===== config.mk =====
export PLATFORM = sky130hd
export DESIGN_NAME = i2c_addr_matcher
export DESIGN_NICKNAME = d
export VERILOG_FILES = /design/src/rtl/i2cam_pkg.sv /design/src/rtl/i2cam_sync.sv /design/src/rtl/i2cam_bus_events.sv /design/src/rtl/i2cam_frame_fsm.sv /design/src/rtl/i2c_addr_matcher.sv
export SDC_FILE = /design/constraint.sdc
export NUM_CORES = 1
export LEC_CHECK = 0
export BUFFER_PORTS_ARGS = -buffer_cell sky130_fd_sc_hd__clkbuf_2
export CAP_MARGIN = 20
export CORE_ASPECT_RATIO = 1.2
export CORE_UTILIZATION = 55
export CTS_CLUSTER_DIAMETER = 50
export CTS_CLUSTER_SIZE = 30
export DETAILED_ROUTE_END_ITERATION = 16
export GPL_TIMING_DRIVEN = 0
export PLACE_DENSITY = 0.8
export SYNTH_ARGS = -nofsm -noshare
export SYNTH_HDL_FRONTEND = slang
export SYNTH_SLANG_ARGS = --single-unit

===== constraint.sdc =====
create_clock -name clk -period 3.5 [get_ports clk]
set_clock_uncertainty 0.05 [all_clocks]
set_input_delay 0.175 -clock clk [delete_from_list [all_inputs] [get_ports clk]]
set_output_delay 0.175 -clock clk [all_outputs]
set_load 0.01 [all_outputs]

===== src/rtl/i2cam_pkg.sv =====
package i2cam_pkg;

    typedef enum logic [1:0] {
        ST_IDLE = 2'd0,
        ST_ADDR = 2'd1,
        ST_HELD = 2'd2
    } frame_st_t;

    localparam int unsigned ADDR_BITS_DEF = 7;
    localparam int unsigned SYNC_DEPTH_DEF = 2;

endpackage


===== src/rtl/i2cam_sync.sv =====
module i2cam_sync #(
    parameter int unsigned STAGES = 2,
    parameter int unsigned WIDTH  = 2
) (
    input  logic             clk,
    input  logic             rst_n,
    input  logic             enable,
    input  logic [WIDTH-1:0] raw_i,
    output logic [WIDTH-1:0] sync_o
);

    // Each stage idles at 1: an idle bus keeps both lines high.
    logic [WIDTH-1:0] stage_q [STAGES];

    genvar gi;
    generate
        for (gi = 0; gi < STAGES; gi++) begin : g_stage
            if (gi == 0) begin : g_first
                always_ff @(posedge clk or negedge rst_n) begin
                    if (!rst_n) begin
                        stage_q[gi] <= '1;
                    end else if (!enable) begin
                        stage_q[gi] <= '1;
                    end else begin
                        stage_q[gi] <= raw_i;
                    end
                end
            end else begin : g_next
                always_ff @(posedge clk or negedge rst_n) begin
                    if (!rst_n) begin
                        stage_q[gi] <= '1;
                    end else if (!enable) begin
                        stage_q[gi] <= '1;
                    end else begin
                        stage_q[gi] <= stage_q[gi-1];
                    end
                end
            end
        end
    endgenerate

    assign sync_o = stage_q[STAGES-1];

endmodule


===== src/rtl/i2cam_bus_events.sv =====
module i2cam_bus_events (
    input  logic clk,
    input  logic rst_n,
    input  logic enable,
    input  logic sda_s,
    input  logic scl_s,
    output logic start_evt,
    output logic stop_evt,
    output logic scl_rise,
    output logic sda_bit
);

    logic sda_d;
    logic scl_d;

    always_ff @(posedge clk or negedge rst_n) begin
        if (!rst_n) begin
            sda_d <= 1'b1;
            scl_d <= 1'b1;
        end else if (!enable) begin
            sda_d <= 1'b1;
            scl_d <= 1'b1;
        end else begin
            sda_d <= sda_s;
            scl_d <= scl_s;
        end
    end

    logic scl_held_high;
    assign scl_held_high = scl_s & scl_d;

    // Start: SDA 1 -> 0 while SCL stays high. Stop: SDA 0 -> 1 while SCL stays high.
    assign start_evt = enable & scl_held_high &  sda_d & ~sda_s;
    assign stop_evt  = enable & scl_held_high & ~sda_d &  sda_s;
    assign scl_rise  = enable & scl_s & ~scl_d;
    assign sda_bit   = sda_s;

endmodule


===== src/rtl/i2cam_frame_fsm.sv =====
module i2cam_frame_fsm
    import i2cam_pkg::*;
#(
    parameter int unsigned ADDR_W  = 7,
    parameter int unsigned GC_CODE = 0
) (
    input  logic              clk,
    input  logic              rst_n,
    input  logic              enable,
    input  logic              start_evt,
    input  logic              stop_evt,
    input  logic              scl_rise,
    input  logic              sda_bit,
    input  logic [ADDR_W-1:0] own_addr,
    input  logic              addr_en,
    input  logic              gc_en,
    output logic              match_o,
    output logic              gc_o,
    output logic              hit_o
);

    localparam int unsigned BYTE_W   = ADDR_W + 1;
    localparam int unsigned CNT_W    = $clog2(BYTE_W);
    localparam logic [CNT_W-1:0] LAST_IDX = CNT_W'(BYTE_W - 1);
    localparam logic [BYTE_W-1:0] GC_VAL  = BYTE_W'(GC_CODE);

    frame_st_t state_q, state_d;

    logic [CNT_W-1:0]  cnt_q;
    logic [BYTE_W-2:0] shreg_q;
    logic [BYTE_W-1:0] byte_full;
    logic              take_bit;
    logic              last_bit;
    logic              boundary;
    logic              addr_eq;
    logic              gc_eq;

    assign boundary  = start_evt | stop_evt;
    assign byte_full = {shreg_q, sda_bit};
    assign take_bit  = (state_q == ST_ADDR) && scl_rise && !boundary;
    assign last_bit  = take_bit && (cnt_q == LAST_IDX);
    assign addr_eq   = addr_en && (byte_full[BYTE_W-1:1] == own_addr);
    assign gc_eq     = gc_en && (byte_full == GC_VAL);

    // State register.
    always_ff @(posedge clk or negedge rst_n) begin
        if (!rst_n) begin
            state_q <= ST_IDLE;
        end else if (!enable) begin
            state_q <= ST_IDLE;
        end else begin
            state_q <= state_d;
        end
    end

    // Next-state logic.
    always_comb begin
        state_d = state_q;
        unique case (state_q)
            ST_IDLE: begin
                if (start_evt) state_d = ST_ADDR;
            end
            ST_ADDR: begin
                if (stop_evt)       state_d = ST_IDLE;
                else if (start_evt) state_d = ST_ADDR;
                else if (last_bit)  state_d = ST_HELD;
            end
            ST_HELD: begin
                if (stop_evt)       state_d = ST_IDLE;
                else if (start_evt) state_d = ST_ADDR;
            end
            default: state_d = ST_IDLE;
        endcase
    end

    // Output and datapath registers.
    always_ff @(posedge clk or negedge rst_n) begin
        if (!rst_n) begin
            cnt_q   <= '0;
            shreg_q <= '0;
            match_o <= 1'b0;
            gc_o    <= 1'b0;
        end else if (!enable) begin
            cnt_q   <= '0;
            shreg_q <= '0;
            match_o <= 1'b0;
            gc_o    <= 1'b0;
        end else if (boundary) begin
            cnt_q   <= '0;
            shreg_q <= '0;
            match_o <= 1'b0;
            gc_o    <= 1'b0;
        end else if (take_bit) begin
            shreg_q <= byte_full[BYTE_W-2:0];
            cnt_q   <= cnt_q + 1'b1;
            if (last_bit) begin
                match_o <= addr_eq;
                gc_o    <= gc_eq;
            end
        end
    end

    assign hit_o = last_bit && (addr_eq || gc_eq);

endmodule


===== src/rtl/i2c_addr_matcher.sv =====
module i2c_addr_matcher
    import i2cam_pkg::*;
#(
    parameter int unsigned ADDR_W     = ADDR_BITS_DEF,
    parameter int unsigned SYNC_DEPTH = SYNC_DEPTH_DEF,
    parameter int unsigned GC_CODE    = 0
) (
    input  logic              clk,
    input  logic              rst_n,
    input  logic              enable,
    input  logic              sda_in,
    input  logic              scl_in,
    input  logic [ADDR_W-1:0] own_addr,
    input  logic              addr_en,
    input  logic              gc_en,
    input  logic              irq_en,
    input  logic              nm_irq_en,
    input  logic              nm_clr,
    output logic              match,
    output logic              gc_match,
    output logic              new_match,
    output logic              irq
);

    logic [1:0] line_sync;
    logic       sda_s;
    logic       scl_s;
    logic       start_evt;
    logic       stop_evt;
    logic       scl_rise;
    logic       sda_bit;
    logic       hit;
    logic       nm_q;

    i2cam_sync #(
        .STAGES (SYNC_DEPTH),
        .WIDTH  (2)
    ) sync_i (
        .clk    (clk),
        .rst_n  (rst_n),
        .enable (enable),
        .raw_i  ({sda_in, scl_in}),
        .sync_o (line_sync)
    );

    assign sda_s = line_sync[1];
    assign scl_s = line_sync[0];

    i2cam_bus_events events_i (
        .clk       (clk),
        .rst_n     (rst_n),
        .enable    (enable),
        .sda_s     (sda_s),
        .scl_s     (scl_s),
        .start_evt (start_evt),
        .stop_evt  (stop_evt),
        .scl_rise  (scl_rise),
        .sda_bit   (sda_bit)
    );

    i2cam_frame_fsm #(
        .ADDR_W  (ADDR_W),
        .GC_CODE (GC_CODE)
    ) fsm_i (
        .clk       (clk),
        .rst_n     (rst_n),
        .enable    (enable),
        .start_evt (start_evt),
        .stop_evt  (stop_evt),
        .scl_rise  (scl_rise),
        .sda_bit   (sda_bit),
        .own_addr  (own_addr),
        .addr_en   (addr_en),
        .gc_en     (gc_en),
        .match_o   (match),
        .gc_o      (gc_match),
        .hit_o     (hit)
    );

    // Sticky new-match status: a set wins over a clear in the same cycle.
    always_ff @(posedge clk or negedge rst_n) begin
        if (!rst_n) begin
            nm_q <= 1'b0;
        end else if (!enable) begin
            nm_q <= 1'b0;
        end else if (hit) begin
            nm_q <= 1'b1;
        end else if (nm_clr) begin
            nm_q <= 1'b0;
        end
    end

    assign new_match = nm_q;
    assign irq       = nm_q & irq_en & nm_irq_en;

endmodule


Yosys cells after proc, flatten, opt, wreduce, memory -nomap -nowiden --
Cells that the tools add are included.
Storage, ports and cells: flip-flop bits (word level) 21
Cells by class: add/sub/neg operators 1, eq/ne operators 8, multiplexer cells 28, bitwise logic cells 14, reductions and logical operators 11
Operators by type and width (number):
- two-way mux 7 bit | 3
- two-way mux 2 bit | 8
- two-way mux 1 bit | 13
- bitwise AND 1 bit | 10
- two-way mux 3 bit | 3
- != test 3 x 1 -> 1 bit, second input constant | 3
- logical NOT 8 bit | 1
- == test 7 bit | 1
- logical AND 1 bit | 6
- case mux 2 bit (3 select lines) | 1
- != test 5 x 2 -> 1 bit, second input constant | 1
- adder 3 x 1 -> 3 bit, second input constant | 1
- == test 3 bit, second input constant | 1
- NOT 1 bit | 3
- == test 2 x 1 -> 1 bit, second input constant | 1
- == test 2 bit, second input constant | 1
- logical NOT 2 bit | 1
- AND reduction 2 bit | 1
- logical NOT 1 bit | 1
- logical OR 1 bit | 1
- OR 1 bit | 1

Logic depth before layout (Yosys ltp) --
word-level depth 13, depth in mapped cells 6

By module --
Synthesis repeated with hierarchy kept, for this count alone.
Unflattened totals: cells, all modules 92, area, all modules 1039.7 µm²
Modules (own cells, without submodules):
- i2cam_frame_fsm | times used 1, cells each 68, area an instance 723.2 µm², sequential area each 350.3 µm²
- i2cam_sync | times used 1, cells each 10, area an instance 145.1 µm², sequential area each 105.1 µm²
- i2cam_bus_events | times used 1, cells each 10, area an instance 117.6 µm², sequential area each 52.6 µm²
- i2c_addr_matcher | times used 1, cells each 4, area an instance 53.8 µm², sequential area each 25.0 µm²

Worst setup path after synthesis --
No wires, ideal clock.
path kind register to register, start point register sync_i.stage_q, in the netlist sync_i.sync_o[0], end point register fsm_i.match_o, setup time 0.079 ns, arrival 1.641 ns, required time 3.371 ns, setup slack 1.730 ns, stages on the path, launching flop included 6, path buffers 1, cells stage by stage dfstp_2 > nand2_1 > or4b_1 > buf_2 > or3_1 > a21oi_1
On the way: longest elaborated chain between the ends 10
RTL lines:
- start: declaration | RTL line i2cam_sync.sv:13 | logic [WIDTH-1:0] stage_q [STAGES];
- start signal: indexed assignment | RTL line i2cam_sync.sv:35 | stage_q[gi] <= stage_q[gi-1];
- bitwise AND 1 bit | RTL line i2cam_bus_events.sv:30 | assign scl_held_high = scl_s & scl_d;
- bitwise AND 1 bit | RTL line i2cam_bus_events.sv:33, i2cam_bus_events.sv:34
- bitwise AND 1 bit (on tied branches) (2 in a row) | RTL line i2cam_bus_events.sv:33, i2cam_bus_events.sv:34
- OR 1 bit | RTL line i2cam_frame_fsm.sv:38 | assign boundary = start_evt | stop_evt;
- logical NOT 1 bit | RTL line i2cam_frame_fsm.sv:40 | assign take_bit = (state_q == ST_ADDR) && scl_rise && !boundary;
- logical AND 1 bit | RTL line i2cam_frame_fsm.sv:40
- logical AND 1 bit | RTL line i2cam_frame_fsm.sv:41 | assign last_bit = take_bit && (cnt_q == LAST_IDX);
- != test 3 x 1 -> 1 bit (no source line)
- AND reduction 2 bit (no source line)
- end signal: assignment | RTL line i2cam_frame_fsm.sv:97 | match_o <= addr_eq;
- end: declaration | RTL line i2cam_frame_fsm.sv:17 | output logic match_o,
Parallel ways exist; a longest one is shown, timed or not. A chain may end at the register's enable or synchronous reset.

Worst setup path in the final report --
start point register fsm_i.cnt_q[0], end point register fsm_i.match_o
On the way: longest elaborated chain between the ends 4
RTL lines:
- start: declaration | RTL line i2cam_frame_fsm.sv:29 | logic [CNT_W-1:0] cnt_q;
- start signal: assignment | RTL line i2cam_frame_fsm.sv:95 | cnt_q <= cnt_q + 1'b1;
- == test 3 bit | RTL line i2cam_frame_fsm.sv:41
- logical AND 1 bit | RTL line i2cam_frame_fsm.sv:41
- != test 3 x 1 -> 1 bit (no source line)
- AND reduction 2 bit (no source line)
Every way passes these cells.

==> results by group <==
STA
  – Slew Limit Fails: 0
  – Final Hold Fails: 0
  – WHS: 0.009750 ns
  – RSZ-0062 raised after global routing: no
  – Worst Tran Pin Value: 0.4996 ns
  – Fin crit period: 1.889 ns
  – Setup ws final: 1.611 ns
  – Fmax: 0.5295 GHz
  – Slew HR: 66.69%
  – Finish-stage setup viols: 0
  – Fin Setup TNS: 0 ns
  – Period Utilization, post-route: 53.96%

Hold path
  – Hold Crit Class: input port to flip-flop
  – Worst hold path stage count: 2

CTS
  – Post-CTS sizing: 0
  – Post-CTS repair timing setup buffer count: 0
  – Clock Tree Root: clkbuf_4
  – CTS Buffer Depth: 2
  – Clock slew at reported path FFs: 0.11 ns
  – CTS tree: done
  – CTS Sinks: 21
  – CTS Buf Count: 3
  – Clk_lat worst skew: 0.31 ns
  – H-tree depth: 1

Yosys
  – Synth Area in Adders: 2.457%
  – Synthesis Warnings: 0
  – Main combinational cell family by area after synthesis: simple AND/OR/NAND/NOR gates
  – Most used DFF post-synth: dfrtp_1
  – Synth Register Bits: 21
  – XOR/XNOR share of the synthesized area: 7.740%
  – Mapped Nets: 112
  – EDFF count, synth: 0
  – Syn Area/Cell: 10.95 sq um
  – Fraction of registers with async set/reset: 100.0%
  – Post-synth top area cell: dfrtp_1
  – Most frequent cells after synthesis: 15 x dfrtp_1, 10 x nor2_1, 8 x mux2i_1, 8 x xnor2_1, 7 x nand2b_1
  – Multiplexer area fraction after synthesis: 8.968%
  – Seq/Total Area, Yosys: 52.33%
  – Post-synthesis cell count: 93
  – Synth Cell Area: 1018 sq um
  – Synth Area in Compound Gates: 4.054%
  – Yosys top cell area share: 36.86%
  – Yosys cell types: 32
  – Simple-gate share of the synthesized area: 22.36%
  – Count leader, synth: dfrtp_1
  – Top cells by area, synth: dfrtp_1 37%, dfstp_2 15%, mux2i_1 7.9%

Route
  – DRC: 0
  – Via count: 747
  – 1st-iter DRT viols: 11
  – Drt via density: 5.493
  – Detail Route Antenna Nets: 0
  – DRT Wirelength: 1.770 mm
  – TritonRoute pass-1 iters: 4
  – Wirelength per Cell: 13.01 microns

Pwr
  – Worst IR Drop VDD: 274.3 uV
  – P_leak: 0.6049 nW
  – Comb pwr share: 8.3%
  – Clk pwr share: 28.6%
  – Int Power: 0.3066 mW
  – Switching part of the total: 23.01%
  – P_sw: 0.09165 mW
  – Flop pwr share: 63.0%
  – PwrDens: 337.9 nW/um^2

Global routing
  – Largest net degree at the start of global routing: 22
  – Vias in the first global route: 705
  – Initial antenna violation count: 0
  – Gr ovfl total: 0
  – GRT Util Overall: 20.86%
  – First-pass GRT wire length: 2.870 mm

Final layout
  – Seq. cell area: 533.0 sq um
  – Fillers: 134
  – Area delta synth->final: 15.72%
  – Fraction of layout cells with a size suffix above 1: 30.51%
  – Post-layout net count: 138
  – Antenna Cells: 0
  – Multi-input logic area: 464.2 sq um

Worst setup path
  – Critical Path Most Common Cell: ha_1
  – Startpoint types: flip-flop
  – Critical Path RT: 3.69 ns
  – Slowest cell on crit path: or4b_1
  – Crit path kind: flip-flop to flip-flop
  – CP max stage delay: 0.43 ns
  – Setup crit end kind: flip-flop
  – Crit path DAT: 2.08 ns
  – Reg2Reg Depth: 6
  – Cell Chain, Critical Path: ha_1 -> ha_1 -> or4b_1 -> buf_2 -> or3_1 -> a21oi_1
  – Critical-path maximum fanout: 6

Job
  – Max cap viols: 0

Floorplan
  – Starting Density: 60.57%
  – Die Wd: 41.28 microns
  – Row count: 16
  – Die Y: 49.14 microns
  – IO Pins: 21
  – Die Area: 2029 sq um
  – Core area: 1682 sq um

Outcome
  – Outcome: complete, no violations

Placed design
  – Dpl ws: 1.635 ns
  – Port-buffer cells: 20
  – GP Congestion: 0.7722
  – DP Wirelength: 1.354 mm
[critical path: cells and delay by family (launching register included)]
| family | cells | cell delay [ns] |
|---|---|---|
| buffers and inverters | 1 | 0.17 |
| and+or+nand+nor | 2 | 0.80 |
| adders and majority gates | 2 | 0.29 |
| AOI/OAI and AO/OA | 1 | 0.12 |
| DFF | 1 | 0.39 |
[cell usage in the layout (no fill, tap or decap), drive strengths merged, types with 2 or more instances in the layout]
cell type and n:
xnor2 8, nor2 10, nand2 6, ha 2, clkbuf 25, and3 2
mux2i 8, nand3 2, or2b 2, nand2b 8, dfstp 6, buf 2
or3 2, nand4 2, a21oi 3, dfrtp 15
[logic make-up (layout without fill, tap and decap cells)]
family | Yosys count | after routing
simple gates | 40 | 40
flops | 21 | 21
xor+xnor | 9 | 9
mux | 9 | 9
compound gates | 7 | 7
buf+inv | 5 | 30
fa+ha+maj | 2 | 2
[flip-flops by register name, summed over array words and instances (netlist names)]
name            count
fsm_i.cnt_q         3
fsm_i.match_o       1
new_match           1
sync_i.stage_q      2
fsm_i.shreg_q       7
fsm_i.gc_o          1
sync_i.sync_o       2
events_i.scl_d      1
fsm_i.state_q       2
events_i.sda_d      1
[power by group through the flow]
stage	clock (mW)	combinational, mW	sequential (mW)
finish	0.114	0.0332	0.251
global route	0.126	0.0379	0.252
CTS	0.117	0.0337	0.251
detailed placement	0	0.0329	0.255
global placement	0	0.0316	0.255
floorplan	0	0.0159	0.255
[per-layer routing]
layer  share of wire (%)  track usage, %
met1                  42           24.38
met2                  53           34.38
met3                 2.7           5.479
met4                 2.0           8.065
met5                   0               0
[layout make-up]
type	count	share of cell area [%]
Buffer	4	1.486
Clock buffer	3	1.911
Clock inverter	1	0.4246
Inverter	1	0.3185
Multi-Input combinational cell	67	39.38
Sequential cell	21	45.22
Tap cell	18	1.911
Timing Repair Buffer	21	9.342
[what timing repair did]
item / CTS / global route
hold endpoints to repair: 15 / 0
hold buffers: 1 / 0
endpoints found under the setup margin: 0 / 0
[final timing paths]
kind | end | start | slack [ns]
worst max-delay path | fsm_i.match_o | fsm_i.cnt_q[0] | 1.61
worst min-delay path | sync_i.stage_q[2] | scl_in | 0.01
min in group asynchronous | new_match | rst_n | 0.30
worst min register to register | sync_i.sync_o[0] | sync_i.stage_q[2] | 0.44
max in group asynchronous | sync_i.sync_o[0] | rst_n | 2.74
worst max register to register | fsm_i.match_o | fsm_i.cnt_q[0] | 1.61
[stage by stage]
stage	utilization [%]	instances	power [mW]	cell area, sq um
final	70.09	136	0.3982	1179
after detailed placement	67.86	131	0.2883	1141
after floorplan	-	93	0.2706	1018
after global placement	67.86	131	0.2869	1141
after global routing	70.09	136	0.4150	1179
after CTS	70.09	136	0.4017	1179
Power figures use the tool's default switching activity.
